### src/rtl/bch_synd_expand.sv
module bch_synd_expand #(
  parameter int TMAX = 24,
  parameter int MW = 14,
  parameter logic [13:0] POLY13 = 14'h001B,
  parameter logic [13:0] POLY14 = 14'h0443
) (
  input  logic                   clk,
  input  logic                   rst_n,
  input  logic                   start,
  input  logic                   m_sel,
  input  logic [4:0]             t_cap,
  input  logic [TMAX*MW-1:0]     rem_in,
  output logic                   busy,
  output logic                   done,
  output logic [2*TMAX*MW-1:0]   synd
);
  localparam int NS = 2 * TMAX;
  localparam int TW = 5;

  typedef enum logic [1:0] {S_IDLE, S_ODD, S_EVEN} st_t;

  function automatic logic [MW-1:0] gf_x2(input logic [MW-1:0] x, input logic m14);
    logic [MW-1:0] y;
    y = {x[MW-2:0], 1'b0};
    if (m14) begin
      if (x[MW-1]) y = y ^ POLY14;
    end else begin
      y[MW-1] = 1'b0;
      if (x[MW-2]) y = y ^ POLY13;
    end
    return y;
  endfunction

  function automatic logic [MW-1:0] gf_mul(input logic [MW-1:0] a, input logic [MW-1:0] b,
                                           input logic m14);
    logic [MW-1:0] p;
    p = '0;
    for (int n = MW - 1; n >= 0; n--) begin
      p = gf_x2(p, m14);
      if (b[n]) p = p ^ a;
    end
    return p;
  endfunction

  st_t            st;
  logic [TW-1:0]  k, e, t_q;
  logic [3:0]     j;
  logic           m14_q;
  logic [MW-1:0]  acc, pw, base;
  logic [MW-1:0]  rem_q [TMAX];
  logic [MW-1:0]  syn [NS];

  wire [3:0]    j_last  = m14_q ? 4'd13 : 4'd12;
  wire [MW-1:0] acc_nxt = rem_q[k][j] ? (acc ^ pw) : acc;
  wire [MW-1:0] pw_nxt  = gf_mul(pw, base, m14_q);
  wire [MW-1:0] base_nx = gf_mul(base, 14'd4, m14_q);
  wire [MW-1:0] sq_src  = syn[e - TW'(1)];
  wire [MW-1:0] sq_res  = gf_mul(sq_src, sq_src, m14_q);

  assign busy = (st != S_IDLE);

  for (genvar g = 0; g < NS; g++) begin : g_out
    assign synd[g*MW +: MW] = syn[g];
  end

  always_ff @(posedge clk or negedge rst_n) begin
    if (!rst_n) begin
      st <= S_IDLE; done <= 1'b0;
      k <= '0; e <= '0; j <= '0; t_q <= '0; m14_q <= 1'b0;
      acc <= '0; pw <= '0; base <= '0;
      for (int i = 0; i < TMAX; i++) rem_q[i] <= '0;
      for (int i = 0; i < NS; i++) syn[i] <= '0;
    end else begin
      done <= 1'b0;
      case (st)
        S_IDLE: if (start) begin
          st <= S_ODD;
          t_q <= t_cap; m14_q <= m_sel;
          k <= '0; j <= '0; acc <= '0; pw <= 14'd1; base <= 14'd2;
          for (int i = 0; i < TMAX; i++) rem_q[i] <= rem_in[i*MW +: MW];
          for (int i = 0; i < NS; i++) syn[i] <= '0;
        end
        S_ODD: begin
          if (j == j_last) begin
            syn[{k, 1'b0}] <= acc_nxt;
            acc <= '0; pw <= 14'd1; base <= base_nx; j <= '0; k <= k + TW'(1);
            if (k == t_q - TW'(1)) begin
              st <= S_EVEN; e <= TW'(1);
            end
          end else begin
            acc <= acc_nxt; pw <= pw_nxt; j <= j + 4'd1;
          end
        end
        S_EVEN: begin
          syn[{e, 1'b0} - 6'd1] <= sq_res;
          if (e == t_q) begin
            st <= S_IDLE; done <= 1'b1;
          end else e <= e + TW'(1);
        end
        default: st <= S_IDLE;
      endcase
    end
  end

  logic hi_nz;
  always_comb begin
    hi_nz = 1'b0;
    for (int i = 0; i < NS; i++)
      if (i >= 2 * int'(t_q) && syn[i] != '0) hi_nz = 1'b1;
  end

  a_r6_done_pulse: assert property (@(posedge clk) disable iff (!rst_n) done |=> !done);
  a_r6_done_idle:  assert property (@(posedge clk) disable iff (!rst_n) done |-> !busy);
  a_r6_start_busy: assert property (@(posedge clk) disable iff (!rst_n) (start && !busy) |=> busy);
  a_r7_cfg_hold:   assert property (@(posedge clk) disable iff (!rst_n)
                                    (busy && $past(busy)) |-> ($stable(t_q) && $stable(m14_q)));
  a_r5_high_zero:  assert property (@(posedge clk) disable iff (!rst_n) done |-> !hi_nz);
endmodule

### config.mk
export PLATFORM = sky130hd
export DESIGN_NAME = bch_synd_expand
export DESIGN_NICKNAME = d
export VERILOG_FILES = /design/src/rtl/bch_synd_expand.sv
export SDC_FILE = /design/constraint.sdc
export NUM_CORES = 2
export LEC_CHECK = 0
export ABC_CLOCK_PERIOD_IN_PS = 6900
export BUFFER_PORTS_ARGS = -buffer_cell sky130_fd_sc_hd__buf_4
export CAP_MARGIN = 20
export CORE_AREA = 5 5 392 394
export CTS_BUF_LIST = sky130_fd_sc_hd__clkbuf_16
export CTS_CLUSTER_SIZE = 20
export DETAILED_ROUTE_END_ITERATION = 16
export DIE_AREA = 0 0 397 399
export GPL_TIMING_DRIVEN = 1
export SLEW_MARGIN = 20
export SYNTH_ARGS = -nofsm -noshare
export SYNTH_HDL_FRONTEND = slang
export SYNTH_SLANG_ARGS = --single-unit
### constraint.sdc
create_clock -name clk -period 6.9 [get_ports clk]
set_input_delay 0.345 -clock clk [delete_from_list [all_inputs] [get_ports clk]]
set_output_delay 0.345 -clock clk [all_outputs]
set_load 0.01 [all_outputs]
==> impl_metrics.toml <==
[outcome]
status = "finished, final reports clean"

[clock_network]
max-clock-path-buffers = 3
ctsHtreeMaxLevel = 3
cts-root-buf = "sky130_fd_sc_hd__clkbuf_16"
clkSlewWorstSetupHoldPaths_ns = 0.06
post_cts_resized = 0
cts_buffer_count = 117
clock_latency_of_the_later_clocked_register_in_the_worst_skew_pair_ns = 0.77
tritoncts_clock_tree = "built"
cts_num_sinks = 1073

[yosys]
postSynth.asyncResetShare = 1.00
most_common_flop_cell_mapped_by_yosys = "sky130_fd_sc_hd__dfrtp_1"
syn_area_um2 = 51800
synth_top_cells_by_count = "1073 x sky130_fd_sc_hd__dfrtp_1, 600 x sky130_fd_sc_hd__nand2_1, 456 x sky130_fd_sc_hd__a22o_1"
synth-warning-count = 0
synth-seq-area-share = 0.518
netlist_instances = 4322
synth_most_common_cell = "sky130_fd_sc_hd__dfrtp_1"
synth_nets = 4682
ys_seq_elements = 1073
post_synth_num_cell_types = 82
ys_top_cells_by_area = "sky130_fd_sc_hd__dfrtp_1 52%, sky130_fd_sc_hd__mux4_2 8.8%, sky130_fd_sc_hd__mux2_2 7.9%, sky130_fd_sc_hd__a22o_1 7.7%, sky130_fd_sc_hd__nand2_1 4.3%"
synth_top_cell_by_area = "sky130_fd_sc_hd__dfrtp_1"
synth_edf_count = 0
yosysTopAreaCellShare = 0.518
avgSynthCellArea_um2 = 12.0

[drt]
route.detailed.wl_per_inst_um = 32.3
detail_route.iter0.violations = 5132
drcViolationCount = 0
dr.pass1.iters = 12
detail_route.vias_per_cell = 5.86
routed-via-count = 45100
ant_nets = 0
finalWirelength_mm = 249

[global_routing]
grt_max_degree = 191
gr-total-overflow = 0
grt_first_pass_wirelength_mm = 346
tot_gr_track_use = 0.302
grt_pass1_vias = 44000
grt_antenna_before_repair = 54

[run]
maxCapViolations = 0

[sta]
layout_worst_path_cycle_share = 0.902
final_critical_path_setup_slack_ns = 0.676
worst_clock_skew_ns = 0.113
finish_stage_setup_viols = 0
grt_setup_unrepaired = "false"
layout_min_cycle_time_ns = 6.22
max-slew-margin-rel = 0.153
slew_viol_final = 0
finalSetupTns_ns = 0
finalHoldViolCount = 0
worstMarginPinSlew_ns = 1.27
fmax_mhz = 161

[floorplan]
floorplan.initialDensity = 0.347
floorplan.rows = 142
design.core.area_um2 = 149000
die_w_um = 397
pin_count = 1019
die_area_um2 = 158000
die_h_um = 399

[power]
max_vdd_drop_mv = 0.209
power.leakage_uw = 0.0320
power.density_cell_area_nw_per_um2 = 187

[setup_path]
timing.critical_path.max_delay_family = "simple AND/OR/NAND/NOR gates"
worstSetupEndpointType = "register"
cp-start-kind = "register"
criticalPathCategory = "reg2reg"
worst_ep_arrival_time_ns = 6.89
critical_path_required_ns = 7.56
critPathBufInv = 1
critical_path.slowest_cell = "sky130_fd_sc_hd__nand2_1"
timing.critical_path.cells = "inv_1, ha_1, nor2_1, o21a_1, o21ai_0, nor2_1, nor3_1, nand2_1, or3_1, a21oi_4, xor2_2, xnor2_2, nand2_1, o21ai_0"
timing.critical_path.fanout_max = 16
worst_path_largest_cell_delay_ns = 0.78

[cells_and_area]
fin_nets = 5888
layout-drive-gt1-share = 0.346
final_core_utilization = 0.461
seqCellArea_um2 = 26900
area_growth_from_synthesis_to_layout_pct = 32.9
multi_input_comb_area_um2 = 23500
fillCellCount = 13600

[placed_design]
gp_routability_congestion = 0.982
port_buffers = 1018
dp_hpwl_mm = 184
detailedPlace.worstSlack_ns = 0.948

[hold_path]
hold_class = "in2async"
sequential cells by signal (all words and copies together) (netlist names):
register  flops
acc          14
base         14
done          1
e             5
j             4
k             5
m14_q         1
pw           14
rem_q       336
st            2
synd        672
t_q           5
what timing repair did:
action	4_1_cts	5_1_grt
hold buffers	343	0
setup buffers	0	0
endpoints found under the hold margin	424	0
cells in the final DEF, fill, tap and decap left out, types with 77 or more instances in the layout:
master / instances
sky130_fd_sc_hd__a21oi_1: 77
sky130_fd_sc_hd__a22o_1: 456
sky130_fd_sc_hd__buf_4: 1126
sky130_fd_sc_hd__clkbuf_16: 119
sky130_fd_sc_hd__dfrtp_1: 1066
sky130_fd_sc_hd__dlygate4sd3_1: 343
sky130_fd_sc_hd__mux2_2: 362
sky130_fd_sc_hd__mux4_2: 203
sky130_fd_sc_hd__nand2_1: 599
sky130_fd_sc_hd__nor2_1: 93
sky130_fd_sc_hd__o21ai_0: 235
sky130_fd_sc_hd__o21ai_1: 77
sky130_fd_sc_hd__xnor2_1: 220
sky130_fd_sc_hd__xor2_1: 90
stage by stage:
stage | std cells | hold WS (ns) | total power (µW) | instance area, µm²
floorplan | 4322 | 0.0494 | 6410 | 51800
global placement | 7079 | 0.436 | 6720 | 61500
detailed placement | 7081 | 0.451 | 6720 | 61600
CTS | 7643 | 0.222 | 12900 | 68700
global route | 7683 | 0.271 | 13200 | 68800
finish | 7696 | 0.212 | 12900 | 68800
cell type report:
type / count / share of cell area
Tap cell: 2016 / 0.0367
Clock buffer: 119 / 0.0433
Antenna cell: 52 / 0.00189
Multi-Input combinational cell: 2837 / 0.341
Inverter: 18 / 0.000982
Sequential cell: 1073 / 0.390
Clock inverter: 100 / 0.00969
Timing Repair Buffer: 1481 / 0.176
per-layer routing:
metal	routed length [µm]	track usage
met2	112000	0.465
met4	13300	0.136
met1	94300	0.388
met5	95	0
met3	29500	0.101
worst paths after layout:
check | startpoint | slack [ns] | to | cells after the start
worst max-delay path | e[1] | 0.68 | synd[133] | 14
min in group clk | rem_in[133] | 0.36 | rem_q[203] | 3
worst min register to register | synd[576] | 0.49 | synd[576] | 2
worst min-delay path | rst_n | 0.21 | synd[507] | 2
max in group asynchronous | rst_n | 4.81 | rem_q[223] | 4
worst max register to register | e[1] | 0.68 | synd[133] | 14
power breakdown:
part / internal [µW] / switching [µW] / total, µW
clock: 3310 / 2780 / 6090
sequential: 6290 / 0 / 6290
combinational: 259 / 225 / 484
total: 9860 / 3010 / 12900
kinds of logic after synthesis:
logic type      synth area share
compound gates             0.149
xor+xnor                  0.0554
fa+ha+maj                0.00362
buf+inv                   0.0339
flops                      0.518
mux                        0.169
simple gates              0.0708
(Power assumes the default switching activity.)
